<file path="config.mk">
export PLATFORM = sky130hd
export DESIGN_NAME = adc_input_router
export DESIGN_NICKNAME = d
export VERILOG_FILES = /design/src/rtl/adc_router_pkg.sv /design/src/rtl/adc_router_ctrl.sv /design/src/rtl/adc_router_datapath.sv /design/src/rtl/adc_input_router.sv
export SDC_FILE = /design/constraint.sdc
export NUM_CORES = 1
export LEC_CHECK = 0
export BUFFER_PORTS_ARGS = -buffer_cell sky130_fd_sc_hd__buf_2
export CORE_UTILIZATION = 30
export CTS_BUF_LIST = sky130_fd_sc_hd__clkbuf_16
export DETAILED_ROUTE_END_ITERATION = 8
export HOLD_SLACK_MARGIN = 0.15
export PLACE_DENSITY = 0.55
export SLEW_MARGIN = 20
export SYNTH_ARGS = -nofsm -noshare
export SYNTH_HDL_FRONTEND = slang
export SYNTH_SLANG_ARGS = --single-unit
export TNS_END_PERCENT = 1
</file>
<file path="constraint.sdc">
create_clock -name clk -period 2.9 [get_ports clk]
set_input_delay 0.29 -clock clk [delete_from_list [all_inputs] [get_ports clk]]
set_output_delay 0.29 -clock clk [all_outputs]
set_load 0.01 [all_outputs]
</file>
<file path="src/rtl/adc_router_pkg.sv">
package adc_router_pkg;
  localparam int NUM_ADC = 4;
  localparam int NUM_CH  = 4;
  localparam int FIELD_W = 4;
  localparam int CFG_W   = 2 * NUM_CH * FIELD_W;
  localparam int SEL_W   = $clog2(NUM_ADC);

  localparam logic [FIELD_W-1:0] ZERO_CODE = '1;
  localparam logic [FIELD_W-1:0] ADC_LIMIT = FIELD_W'(NUM_ADC);
  localparam logic [CFG_W-1:0]   RESET_ROUTE = 32'h3210_3210;

  typedef struct packed {
    logic             loadSample;
    logic             zeroQ;
    logic [CFG_W-1:0] route;
  } routeCtrl_t;

  function automatic logic [FIELD_W-1:0] iField(input logic [CFG_W-1:0] w, input int c);
    return w[2*c*FIELD_W +: FIELD_W];
  endfunction

  function automatic logic [FIELD_W-1:0] qField(input logic [CFG_W-1:0] w, input int c);
    return w[(2*c+1)*FIELD_W +: FIELD_W];
  endfunction
endpackage

</file>
<file path="src/rtl/adc_router_ctrl.sv">
module adc_router_ctrl
  import adc_router_pkg::*;
(
  input  logic             clk,
  input  logic             rstN,
  input  logic             cfgWrEn,
  input  logic [CFG_W-1:0] cfgWrData,
  input  logic             adcValid,
  output routeCtrl_t       ctrl,
  output logic             cfgError
);
  logic [CFG_W-1:0]  shadowWord, activeWord;
  logic              shadowZeroQ, activeZeroQ, pending;
  logic [NUM_CH-1:0] qIsZero, fieldBad;
  logic              wordZeroQ, wordLegal, applyNow;

  // Selector legality: in-phase must name an ADC; quadrature names an ADC or the zero code
  always_comb begin
    for (int c = 0; c < NUM_CH; c++) begin
      qIsZero[c]  = (qField(cfgWrData, c) == ZERO_CODE);
      fieldBad[c] = (iField(cfgWrData, c) >= ADC_LIMIT) ||
                    (!qIsZero[c] && (qField(cfgWrData, c) >= ADC_LIMIT));
    end
    wordZeroQ = &qIsZero;
    wordLegal = !(|fieldBad) && (wordZeroQ || !(|qIsZero));
  end

  // Switch only at a sample gap
  assign applyNow = pending && !adcValid;

  always_ff @(posedge clk or negedge rstN) begin
    if (!rstN) begin
      shadowWord  <= RESET_ROUTE;
      activeWord  <= RESET_ROUTE;
      shadowZeroQ <= 1'b0;
      activeZeroQ <= 1'b0;
      pending     <= 1'b0;
      cfgError    <= 1'b0;
    end else begin
      if (cfgWrEn) begin
        cfgError <= !wordLegal;
        if (wordLegal) begin
          shadowWord  <= cfgWrData;
          shadowZeroQ <= wordZeroQ;
        end
      end
      if (applyNow) begin
        activeWord  <= shadowWord;
        activeZeroQ <= shadowZeroQ;
      end
      if (cfgWrEn && wordLegal) pending <= 1'b1;
      else if (applyNow)        pending <= 1'b0;
    end
  end

  always_comb begin
    ctrl.loadSample = adcValid;
    ctrl.zeroQ      = activeZeroQ;
    ctrl.route      = activeWord;
  end
endmodule

</file>
<file path="src/rtl/adc_router_datapath.sv">
module adc_router_datapath
  import adc_router_pkg::*;
#(
  parameter int SAMPLE_W = 16
) (
  input  logic                       clk,
  input  logic                       rstN,
  input  routeCtrl_t                 ctrl,
  input  logic [NUM_ADC*SAMPLE_W-1:0] adcData,
  output logic [NUM_CH*SAMPLE_W-1:0]  chanI,
  output logic [NUM_CH*SAMPLE_W-1:0]  chanQ,
  output logic                       chanValid
);
  logic [SAMPLE_W-1:0] adcLane [NUM_ADC];
  logic [SAMPLE_W-1:0] iReg [NUM_CH];
  logic [SAMPLE_W-1:0] qReg [NUM_CH];

  for (genvar k = 0; k < NUM_ADC; k++) begin : g_lane
    assign adcLane[k] = adcData[k*SAMPLE_W +: SAMPLE_W];
  end

  for (genvar c = 0; c < NUM_CH; c++) begin : g_chan
    logic [SEL_W-1:0] selI, selQ;
    assign selI = ctrl.route[2*c*FIELD_W +: SEL_W];
    assign selQ = ctrl.route[(2*c+1)*FIELD_W +: SEL_W];

    always_ff @(posedge clk or negedge rstN) begin
      if (!rstN) begin
        iReg[c] <= '0;
        qReg[c] <= '0;
      end else if (ctrl.loadSample) begin
        iReg[c] <= adcLane[selI];
        qReg[c] <= ctrl.zeroQ ? '0 : adcLane[selQ];
      end
    end

    assign chanI[c*SAMPLE_W +: SAMPLE_W] = iReg[c];
    assign chanQ[c*SAMPLE_W +: SAMPLE_W] = qReg[c];
  end

  always_ff @(posedge clk or negedge rstN) begin
    if (!rstN) chanValid <= 1'b0;
    else       chanValid <= ctrl.loadSample;
  end
endmodule

</file>
<file path="src/rtl/adc_input_router.sv">
module adc_input_router
  import adc_router_pkg::*;
#(
  parameter int SAMPLE_W = 16
) (
  input  logic                        clk,
  input  logic                        rstN,
  input  logic                        cfgWrEn,
  input  logic [CFG_W-1:0]            cfgWrData,
  input  logic [NUM_ADC*SAMPLE_W-1:0] adcData,
  input  logic                        adcValid,
  output logic [NUM_CH*SAMPLE_W-1:0]  chanI,
  output logic [NUM_CH*SAMPLE_W-1:0]  chanQ,
  output logic                        chanValid,
  output logic                        cfgError
);
  routeCtrl_t ctrl;

  adc_router_ctrl u_ctrl (
    .clk(clk), .rstN(rstN), .cfgWrEn(cfgWrEn), .cfgWrData(cfgWrData),
    .adcValid(adcValid), .ctrl(ctrl), .cfgError(cfgError)
  );

  adc_router_datapath #(.SAMPLE_W(SAMPLE_W)) u_dp (
    .clk(clk), .rstN(rstN), .ctrl(ctrl), .adcData(adcData),
    .chanI(chanI), .chanQ(chanQ), .chanValid(chanValid)
  );
endmodule

</file>
== Yosys cells after proc, flatten, opt, wreduce, memory -nomap -nowiden ==
Index checks and enable logic that the tools add are counted.

* Flip-flop bits (word level): 193
* Word-level logic and storage cells: 98
* Output and inout bits: 130
* Input bits: 100

* Bitwise operators: 8
* Mux-type cells: 30
* Order comparisons: 16
* Eq/ne operators: 4
* Reduce and logical (&&, ||, !) cells: 25

{| class="wikitable"
|+ Operators with widths
! cell !! number
|-
| 16-bit two-way mux || 20
|-
| 16-bit binary-select mux with 2-bit select || 8
|-
| 4-bit by 3-bit greater-or-equal comparator with 1-bit output, second input constant || 8
|-
| 3-bit greater-or-equal comparator, second input constant || 8
|-
| 2-bit NOT with 3-bit output || 8
|-
| 4-bit == test, second input constant || 4
|-
| 1-bit zero test || 8
|-
| 4-bit OR reduction || 2
|-
| 1-bit logical AND || 7
|-
| 1-bit logical OR || 5
|-
| 4-bit AND reduction || 1
|-
| 1-bit two-way mux || 2
|-
| 2-bit AND reduction || 1
|-
| 2-bit nonzero test || 1
|}

== Longest topological paths before layout ==
* Depth after elaboration: 9
* Depth in mapped cells: 6
* Gate-level depth less buffers: 4

== Hierarchy ==
From an unflattened synthesis, not the netlist that was laid out.

* Cell total of the unflattened synthesis: 742
* Area, all modules: 11008.1 um^2

{| class="wikitable"
|+ Modules (own cells, without submodules)
! module !! area an instance (um^2) !! sequential area each (um^2) !! cells an instance !! instances
|-
| adc_router_datapath || 8298.0 || 3228.1 || 580 || 1
|-
| adc_router_ctrl || 2710.1 || 1721.7 || 162 || 1
|}

== Worst setup path after synthesis ==
No wires, ideal clock.

* Kind: input port to flip-flop
* Start: input port cfgWrData[30]
* End: register u_ctrl.shadowWord[16]
* Slack: 0.661 ns
* Arrival time: 2.114 ns
* Setup time: 0.125 ns
* Data required time: 2.775 ns
* Path buffers: 1
* Stages on the path: 5
* Cells stage by stage: nand4_1 > or4_4 > a2111oi_4 > buf_6 > mux2_2

* Word-level cells in the longest chain between the ends: 8
* Elaborated cells between the ends (all ways): 13
* Classes of those cells: order compare (1); eq/ne (1); reduce/logical (11)

{| class="wikitable"
|+ Ends and longest elaborated chain
! item !! line !! text
|-
| from (decl) || adc_input_router.sv:9 || <nowiki>input logic [CFG_W-1:0] cfgWrData,</nowiki>
|-
| parallel branches: the longest is 6 deep, another holds 4-bit by 3-bit greater-or-equal comparator with 1-bit output || -- ||
|-
| 1-bit logical AND (*) || adc_router_ctrl.sv:25 || <nowiki>wordLegal = !(|fieldBad) && (wordZeroQ || !(|qIsZero));</nowiki>
|-
| 2-bit AND reduction (no line) (*) || -- ||
|-
| to (signal assigned) || adc_router_ctrl.sv:43 || <nowiki>shadowWord <= cfgWrData;</nowiki>
|-
| to (decl) || adc_router_ctrl.sv:12 || <nowiki>logic [CFG_W-1:0] shadowWord, activeWord;</nowiki>
|}

Mark *: on every way between the ends.
A chain may end at the register's enable or synchronous reset.

== Worst setup path in the final report ==
* Start: input port cfgWrData[28]
* End: register u_ctrl.shadowWord[5]

Same word-level chain as after synthesis.

==> results.py <==
metrics = {
    "sta": {
        "finalSetupViolations": 0,
        "finalCritPeriodShare_pct": 80.93,
        "setup_ws_ns": 0.5530,
        "drv_slew": 0,
        "relSlewSlack_pct": 45.10,
        "rsz0062_at_grt": "false",
        "fin_skew_ns": 0.01232,
        "holdWs_ns": 0.2231,
        "fin_setup_tns_ns": 0,
        "clock.fmax_mhz": 426.1,
        "tightest_slew_ns": 0.8235,
        "min_period_ns": 2.347,
        "hold_viol": 0,
    },
    "cts": {
        "hold_buffers": 18,
        "cts_num_sinks": 165,
        "clock_latency_ns": 0.44,
        "numCtsBuffers": 17,
        "max-clock-path-buffers": 2,
        "cts_root_buf": "clkbuf_16",
        "cts_tree": "done",
        "clk_pin_slew_ns": 0.07,
        "cts_resized": 0,
        "post_cts_buffers": 0,
        "htreeDepth": 4,
    },
    "place": {
        "io_buffers": 229,
        "place_ws_ns": 0.6214,
        "dp_cells": 1251,
        "dpl_cell_area_mm2": 0.01096,
        "gp_congestion": 0.8047,
        "hpwlAfterDp_um": 20220,
    },
    "worst_setup_path": {
        "worst_setup_path_start_kind": "input pin",
        "critPathCaptureType": "flip-flop",
        "worst_ep_arrival_time_ns": 2.67,
        "path_class": "input pin to flip-flop",
        "required_ns": 3.22,
        "cp_max_fo": 18,
    },
    "synth": {
        "ys_seq_elements": 165,
        "synth_area_per_cell_um2": 14.06,
        "synth.net_count": 765,
        "yosysWarnings": 0,
        "ys_seq_area_share_pct": 44.36,
        "syn_area_mm2": 0.009353,
        "synthCells": 665,
        "ys_types": 27,
    },
    "die": {
        "die_h_um": 178.6,
        "core_area_mm2": 0.03067,
        "start_util_pct": 30.50,
        "rows": 64,
        "io_pins": 230,
        "dieArea_mm2": 0.03189,
        "dieWidth_um": 178.6,
    },
    "layout": {
        "syn_to_final_growth_pct": 24.98,
        "mostFrequentLayoutCells": "227 x buf_2, 149 x dfrtp_1, 128 x mux4_2",
        "layout_commonest_cell": "buf_2",
        "drive_above_1_share_pct": 58.01,
        "final_nets": 992,
        "final_area_mm2": 0.01169,
        "stdcell_count": 1306,
        "final_util_pct": 38.11,
    },
    "power": {
        "leakage_nw": 4.959,
        "power.density_mw_per_mm2": 479.8,
        "power_mw": 5.608,
        "ir_drop_v": 0.0003489,
    },
    "outcome": {
        "status": "completed",
    },
    "route": {
        "drt-pass1-iter-count": 5,
        "drc_errors": 0,
        "num_vias": 6730,
        "wl_per_cell_um": 22.99,
        "routed_wl_um": 30030,
        "via_per_inst": 5.153,
        "antenna_left": 0,
        "drtIter0Drc": 477,
    },
    "global_route": {
        "grt_pass1_vias": 6907,
        "grt_usage_pct": 19.46,
        "grt_max_degree": 125,
        "antenna_found_initial": 5,
        "gr-total-overflow": 0,
        "grt_pass1_wl_um": 44710,
    },
    "job": {
        "maxCapViolCount": 0,
    },
    "worst_hold_path": {
        "hold_class": "input pin to flip-flop",
    },
}
[final timing paths]
kind                                             startpoint                          endpoint  depth (start not counted)  slack, ns
setup / recovery                              cfgWrData[28]  u_ctrl.shadowWord[5]$_DFFE_PN0P_                          7       0.55
hold / removal                                     adcValid        u_ctrl.pending$_DFFE_PN0P_                          2       0.22
setup reg to reg           u_ctrl.activeWord[4]$_DFFE_PN1P_        u_dp.chanQ[13]$_DFFE_PN0P_                          4       0.92
hold reg to reg                  u_ctrl.pending$_DFFE_PN0P_        u_ctrl.pending$_DFFE_PN0P_                          1       0.48
max in group asynchronous                              rstN         u_dp.chanQ[6]$_DFFE_PN0P_                          3       1.65
min in group asynchronous                              rstN        u_dp.chanI[27]$_DFFE_PN0P_                          2       0.36
[per-layer routing]
metal,global-route usage (%),wire length [um]
met3,4.028,1794
met2,31.12,14900
met5,0,0
met4,7.097,704
met1,26.04,12630
[cell families (layout without fill, tap and decap cells)]
| logic type | Yosys count | after routing | synth area share [%] |
|---|---|---|---|
| AOI/OAI and AO/OA | 70 | 70 | 4.147 |
| and+or+nand+nor | 85 | 85 | 3.987 |
| muxes | 225 | 225 | 42.50 |
| buffers and inverters | 120 | 360 | 5.003 |
| other | 0 | 5 | 0 |
| DFF | 165 | 165 | 44.36 |
[power by group]
part	internal (mW)	switching, mW	total, mW	leakage [nW]
registers	2.47	0.0993	2.57	1.98
logic	0.421	0.488	0.909	2.74
clock network	1.10	1.03	2.13	0.247
[layout make-up]
cell class	instances	area, um^2
fillers	3000	18980
multi-input cells	380	4743
flip-flops and latches	165	4149
repair buffers	264	1513
well taps	396	495.5
clock buffers	17	425.4
inverters	64	240.2
clock inverters	15	110.1
diodes	5	12.51
[state kept, by name, summed over array words and instances (netlist names)]
signal	flops
u_ctrl.activeWord	16
u_ctrl.activeZeroQ	1
u_ctrl.cfgError	1
u_ctrl.pending	1
u_ctrl.shadowWord	16
u_ctrl.shadowZeroQ	1
u_dp.chanI	64
u_dp.chanQ	64
u_dp.chanValid	1
[cell usage after synthesis]
cell | number | area, um^2
nor4_1 | 1 | 6.260
buf_2 | 8 | 40.04
dfrtp_1 | 149 | 3729
or2_2 | 3 | 18.77
nand4b_1 | 1 | 8.760
or4_4 | 1 | 11.26
a2111oi_4 | 1 | 27.53
dfstp_2 | 16 | 420.4
a2bb2o_1 | 1 | 10.01
nand4_1 | 5 | 31.28
and4_1 | 1 | 8.760
nor2b_1 | 2 | 12.51
nor3_1 | 1 | 5.000
clkbuf_1 | 23 | 86.33
buf_1 | 24 | 90.09
a21o_2 | 1 | 8.760
nor2_1 | 3 | 11.26
o21ai_0 | 65 | 325.3
nand2_1 | 64 | 240.2
or4_2 | 1 | 8.760
nand3_1 | 2 | 10.01
inv_1 | 64 | 240.2
buf_6 | 1 | 11.26
a22o_1 | 1 | 8.760
mux4_2 | 128 | 2883
mux2_2 | 97 | 1092
o31ai_1 | 1 | 7.510
[critical path, cell delays in order]
cell	delay, ns
dlygate4sd3_1	0.52
buf_2	0.12
nand4_1	0.15
or4_4	0.57
a2111oi_4	0.35
buf_4	0.31
mux2_2	0.36
Note: power is estimated with default switching activity, not from simulation.
